<file path="src/rtl/irq_bank_pkg.sv">
package irq_bank_pkg;

  localparam logic [7:0] OFS_MASK_SET = 8'h08;
  localparam logic [7:0] OFS_MASK_CLR = 8'h0C;
  localparam logic [7:0] OFS_MASK_RD  = 8'h10;
  localparam logic [7:0] OFS_STATUS   = 8'h14;

  typedef struct packed {
    logic maskSet;
    logic maskClr;
    logic statusClr;
    logic readMask;
    logic readStatus;
  } bankStrobes_t;

endpackage

</file>
<file path="src/rtl/irq_bank_ctrl.sv">
module irq_bank_ctrl
  import irq_bank_pkg::*;
#(
  parameter int ADDR_W = 8
) (
  input  logic              wrEn,
  input  logic [ADDR_W-1:0] addr,
  output bankStrobes_t      strb
);

  localparam logic [ADDR_W-1:0] A_SET = ADDR_W'(OFS_MASK_SET);
  localparam logic [ADDR_W-1:0] A_CLR = ADDR_W'(OFS_MASK_CLR);
  localparam logic [ADDR_W-1:0] A_MSK = ADDR_W'(OFS_MASK_RD);
  localparam logic [ADDR_W-1:0] A_STS = ADDR_W'(OFS_STATUS);

  always_comb begin
    strb            = '0;
    strb.maskSet    = wrEn && (addr == A_SET);
    strb.maskClr    = wrEn && (addr == A_CLR);
    strb.statusClr  = wrEn && (addr == A_STS);
    strb.readMask   = (addr == A_MSK);
    strb.readStatus = (addr == A_STS);
  end

endmodule

</file>
<file path="src/rtl/irq_bank_dp.sv">
module irq_bank_dp
  import irq_bank_pkg::*;
#(
  parameter int NUM_EVT = 13,
  parameter int DATA_W  = 32
) (
  input  logic               clk,
  input  logic               rstN,
  input  bankStrobes_t       strb,
  input  logic [DATA_W-1:0]  wrData,
  input  logic [NUM_EVT-1:0] evtLevel,
  output logic [NUM_EVT-1:0] maskQ,
  output logic [NUM_EVT-1:0] statusQ,
  output logic               irqOut,
  output logic [DATA_W-1:0]  rdData
);

  localparam int PAD_W = DATA_W - NUM_EVT;

  logic [NUM_EVT-1:0] evtPrev;
  logic [NUM_EVT-1:0] evtRise;
  logic [NUM_EVT-1:0] wrBits;
  logic [NUM_EVT-1:0] statusNext;
  logic [NUM_EVT-1:0] maskNext;
  logic               unusedWrBits;

  assign wrBits       = wrData[NUM_EVT-1:0];
  assign unusedWrBits = ^wrData[DATA_W-1:NUM_EVT];
  assign evtRise      = evtLevel & ~evtPrev;

  // Per-bit next state: a clear write loses against a fresh edge.
  for (genvar i = 0; i < NUM_EVT; i++) begin : g_bit
    logic clrHit;
    assign clrHit        = strb.statusClr & wrBits[i];
    assign statusNext[i] = evtRise[i] | (statusQ[i] & ~clrHit);
    assign maskNext[i]   = (maskQ[i] | (strb.maskSet & wrBits[i]))
                           & ~(strb.maskClr & wrBits[i]);
  end

  always_ff @(posedge clk or negedge rstN) begin
    if (!rstN) begin
      evtPrev <= '0;
      statusQ <= '0;
      maskQ   <= '0;
      irqOut  <= 1'b0;
    end else begin
      evtPrev <= evtLevel;
      statusQ <= statusNext;
      maskQ   <= maskNext;
      irqOut  <= |(statusQ & maskQ);
    end
  end

  always_comb begin
    rdData = '0;
    if (strb.readMask)   rdData = {{PAD_W{1'b0}}, maskQ};
    if (strb.readStatus) rdData = {{PAD_W{1'b0}}, statusQ};
  end

endmodule

</file>
<file path="src/rtl/irq_event_bank.sv">
module irq_event_bank
  import irq_bank_pkg::*;
#(
  parameter int NUM_EVT = 13,
  parameter int DATA_W  = 32,
  parameter int ADDR_W  = 8
) (
  input  logic               clk,
  input  logic               rstN,
  input  logic               wrEn,
  input  logic [ADDR_W-1:0]  addr,
  input  logic [DATA_W-1:0]  wrData,
  output logic [DATA_W-1:0]  rdData,
  input  logic [NUM_EVT-1:0] evtLevel,
  output logic               irqOut
);

  bankStrobes_t       strb;
  logic [NUM_EVT-1:0] maskQ;
  logic [NUM_EVT-1:0] statusQ;

  irq_bank_ctrl #(.ADDR_W(ADDR_W)) u_ctrl (
    .wrEn (wrEn),
    .addr (addr),
    .strb (strb)
  );

  irq_bank_dp #(.NUM_EVT(NUM_EVT), .DATA_W(DATA_W)) u_dp (
    .clk      (clk),
    .rstN     (rstN),
    .strb     (strb),
    .wrData   (wrData),
    .evtLevel (evtLevel),
    .maskQ    (maskQ),
    .statusQ  (statusQ),
    .irqOut   (irqOut),
    .rdData   (rdData)
  );

endmodule

</file>
<file path="config.mk">
export PLATFORM = sky130hd
export DESIGN_NAME = irq_event_bank
export DESIGN_NICKNAME = d
export VERILOG_FILES = /design/src/rtl/irq_bank_pkg.sv /design/src/rtl/irq_bank_ctrl.sv /design/src/rtl/irq_bank_dp.sv /design/src/rtl/irq_event_bank.sv
export SDC_FILE = /design/constraint.sdc
export NUM_CORES = 1
export LEC_CHECK = 0
export ABC_AREA = 1
export BUFFER_PORTS_ARGS = -buffer_cell sky130_fd_sc_hd__buf_2
export CORE_ASPECT_RATIO = 0.7
export CORE_MARGIN = 2
export CORE_UTILIZATION = 43
export DETAILED_ROUTE_END_ITERATION = 8
export GPL_ROUTABILITY_DRIVEN = 0
export GPL_TIMING_DRIVEN = 0
export PLACE_DENSITY_LB_ADDON = 0.05
export RECOVER_POWER = 100
export SYNTH_ARGS = -nofsm -noshare
export SYNTH_HDL_FRONTEND = slang
export SYNTH_HIERARCHICAL = 1
export SYNTH_SLANG_ARGS = --single-unit
</file>
<file path="constraint.sdc">
create_clock -name clk -period 1.2 [get_ports clk]
set_input_delay 0.06 -clock clk [delete_from_list [all_inputs] [get_ports clk]]
set_output_delay 0.06 -clock clk [all_outputs]
set_load 0.1 [all_outputs]
</file>
==> run metrics <==
outcome=finished with violations; violations in the final reports=negative setup slack; DRT iter0 DRCs=46; footprint of the flip-flops and latches=0.00100 sq mm; Pwr Density=1020 mW/mm^2; maximum level of the CTS H-tree=2; Peak VDD IR=965 uV; most used standard cell by instance count after synthesis=sky130_fd_sc_hd__inv_1; total non-filler cell area in the finished layout=0.00314 sq mm; required time reported for the critical path endpoint=1.14 ns; total routing resource utilization after global routing=18.2%; Final setup violation count=12; number of global-route vias before repair=1581; share of synthesized registers carrying an async set or reset=100%; total via count after detailed routing=1748; clock slew at reported path FFs=0.08 ns; worst skew pair latency=0.29 ns; startpoint of the lowest-slack hold path=wrData[11]; worst hold path class=in2reg; number of buffers created by CTS=5; placed instance area=0.00258 sq mm; initial antenna violation count=0; Highest Clock Rate=817 MHz; largest net degree at the start of global routing=41; quantity of I/O buffers inserted on ports=50; number of fill cells in the layout=409; Power, Total=3.21 mW; share of synthesized cell area in and, or, nand and nor gates=10.8%; routed len/inst=11.2 um; dominant combinational cell family by area after synthesis=buffers and inverters; Synth Area in Compound Gates=18.1%; TritonCTS clock tree=built; CP Data Arrival Time=1.16 ns; Critical Setup Path Class=in2out; most area-consuming cells after synthesis=sky130_fd_sc_hd__dfrtp_1, sky130_fd_sc_hd__inv_1, sky130_fd_sc_hd__o21ai_0, sky130_fd_sc_hd__buf_4, sky130_fd_sc_hd__nand2_1; Final Core Density=66.8%; max-cap check violation count=0; most common library cells after synthesis=sky130_fd_sc_hd__inv_1, sky130_fd_sc_hd__dfrtp_1, sky130_fd_sc_hd__nand2_1, sky130_fd_sc_hd__o21ai_0, sky130_fd_sc_hd__o21ai_1; Final Routed Wirelength=4.54 mm; minimum hold slack=0.0826 ns; share of final-layout standard cells stronger than drive strength 1=30.3%; sequential share of the synthesized area=48.6%; internal reg-to-reg setup slack=0.28 ns; fraction of synthesized area in multiplexers=0%; average cell area after synthesis=8.07 sq um; CP Capture Type=output pin; number of enable-type register cells in the synthesized netlist=0; detailed-placement wirelength estimate=3.04 mm; Ant. Diodes=0; largest clock skew in the final design=0.00552 ns; grt total ovfl=0; Max Transition Viols Final=0; Synth-to-Final Area Change=52.6%; worst flop-to-flop path startpoint=u_dp/maskQ[5]$_DFF_PN0_; wire length of the first global-routing pass=7.29 mm; non-filler instance count after layout=407; die span in y=61.9 um; area of the die=0.00536 sq mm; number of distinct library cell variants in the gate-level netlist after synthesis=18; placed cell count=380; average vias per placed instance=4.29; setup TNS=-0.203 ns; CTS Buffer Depth=2; period utilisation layout=102%; Placeable Area=0.00470 sq mm; Post-Synth Adder-Cell Area=0%; final net count=405; final worst path period need=1.22 ns; post-route worst setup slack=-0.0247 ns; terminus of the critical flop-to-flop path=u_dp/irqOut$_DFF_PN0_; xor/xnor share of the synthesized area=0%; cell area after synthesis=0.00206 sq mm; clock tree root driver cell=sky130_fd_sc_hd__clkbuf_8; Final Hold Violating Endpoints=0; worst-path maximum fanout=4; Yosys reg bits=40; number of cell rows=21; Endpoint, Worst Hold=u_dp/maskQ[11]$_DFF_PN0_; number of instances in the synthesized netlist=255; leakage=1.63 nW; setup repair after global routing missed its margin=true; Top FF cell, synth=sky130_fd_sc_hd__dfrtp_1; DP Worst Slack=-0.318 ns; startpoint type of the worst setup path=primary input; synthesis warning total=6; detailed-route DRC error count=0; Hold Path Depth=4; slew of the pin with the lowest slew margin=0.897 ns; number of clock sinks=40; remaining antenna violation count=0; area used by multi-input combinational logic=813 sq um; length in cells of the worst reg-to-reg path=4; first drt pass iteration count=4; cell type contributing the most total cell area after synthesis=sky130_fd_sc_hd__dfrtp_1; Max-slew headroom=40.2%; num ports=89; die extent in x=86.7 um; fraction of post-synthesis cell area in the top cell type by area=48.6%; Initial Utilization=43.8%
worst max-delay path by stage:
stage                        from          to  cells past startpoint  slack [ns]
after CTS                 addr[5]   rdData[7]                      9       -0.05
final                     addr[5]   rdData[0]                      9       -0.02
after detailed placement  addr[7]  rdData[10]                      9       -0.32
after floorplan           addr[7]   rdData[0]                      8       -0.15
after global routing      addr[4]  rdData[10]                      8       -0.08
after global placement    addr[7]  rdData[10]                      9       -0.32
critical path, stage by stage:
cell                       delay (ns)
sky130_fd_sc_hd__buf_8           0.10
sky130_fd_sc_hd__clkinv_4        0.04
sky130_fd_sc_hd__nand2_4         0.04
sky130_fd_sc_hd__nor2_4          0.12
sky130_fd_sc_hd__nor2b_4         0.21
sky130_fd_sc_hd__nand2_8         0.09
sky130_fd_sc_hd__buf_4           0.16
sky130_fd_sc_hd__o21ai_4         0.14
sky130_fd_sc_hd__buf_12          0.19
cells by family (layout without fill, tap and decap cells):
kind of cell / after synthesis / count (layout)
AND/OR/NAND/NOR: 53 / 53
other: 1 / 19
AO/OA/AOI/OAI: 66 / 66
flip-flops: 40 / 40
buffers and inverters: 95 / 172
registers in the layout, indices dropped and copies added, names as in the netlist:
register	flops
u_dp/evtPrev	13
u_dp/maskQ	13
u_dp/statusQ	13
u_dp/irqOut	1
cell usage in the layout, fill, tap and decap left out, drive strengths merged:
cell	synthesis	layout
dlygate4sd3	0	14
clkinv	0	1
o21ai	65	65
nand2	38	38
clkbuf	1	17
inv	71	70
nor2b	1	1
nor2	9	9
conb	1	19
buf	23	69
dfrtp	40	40
o22ai	1	1
bufinv	0	1
nand3	5	5
routing by layer:
metal / global-route usage [%] / part of all wire, % / up-vias
met3: 5.15 / 4.8 / 0
li1: - / - / 919
met5: 0 / 0 / -
met1: 24.9 / 50 / 780
met4: 2.68 / 0 / 0
met2: 30.1 / 46 / 49
timing repair:
action	in CTS	in global routing
hold buffers	14	0
resized for setup	63	4
pin swaps	6	1
buffers inserted	4	0
hold endpoints to repair	53	0
setup endpoints to repair	13	13
cloned	1	0
power by group:
part	switching [mW]	leakage (nW)	internal, mW
clock network	0.461	0.0645	0.734
registers	0.0149	0.392	1.39
logic	0.439	1.17	0.175
layout make-up:
type / count / area share, %
Sequential cell: 40 / 31.9
Multi-Input combinational cell: 138 / 25.9
Timing Repair Buffer: 69 / 20.7
Inverter: 71 / 9.04
Buffer: 24 / 6.22
Clock buffer: 7 / 3.07
Tap cell: 57 / 2.27
Clock inverter: 1 / 0.956
Power figures use the tool's default switching activity.
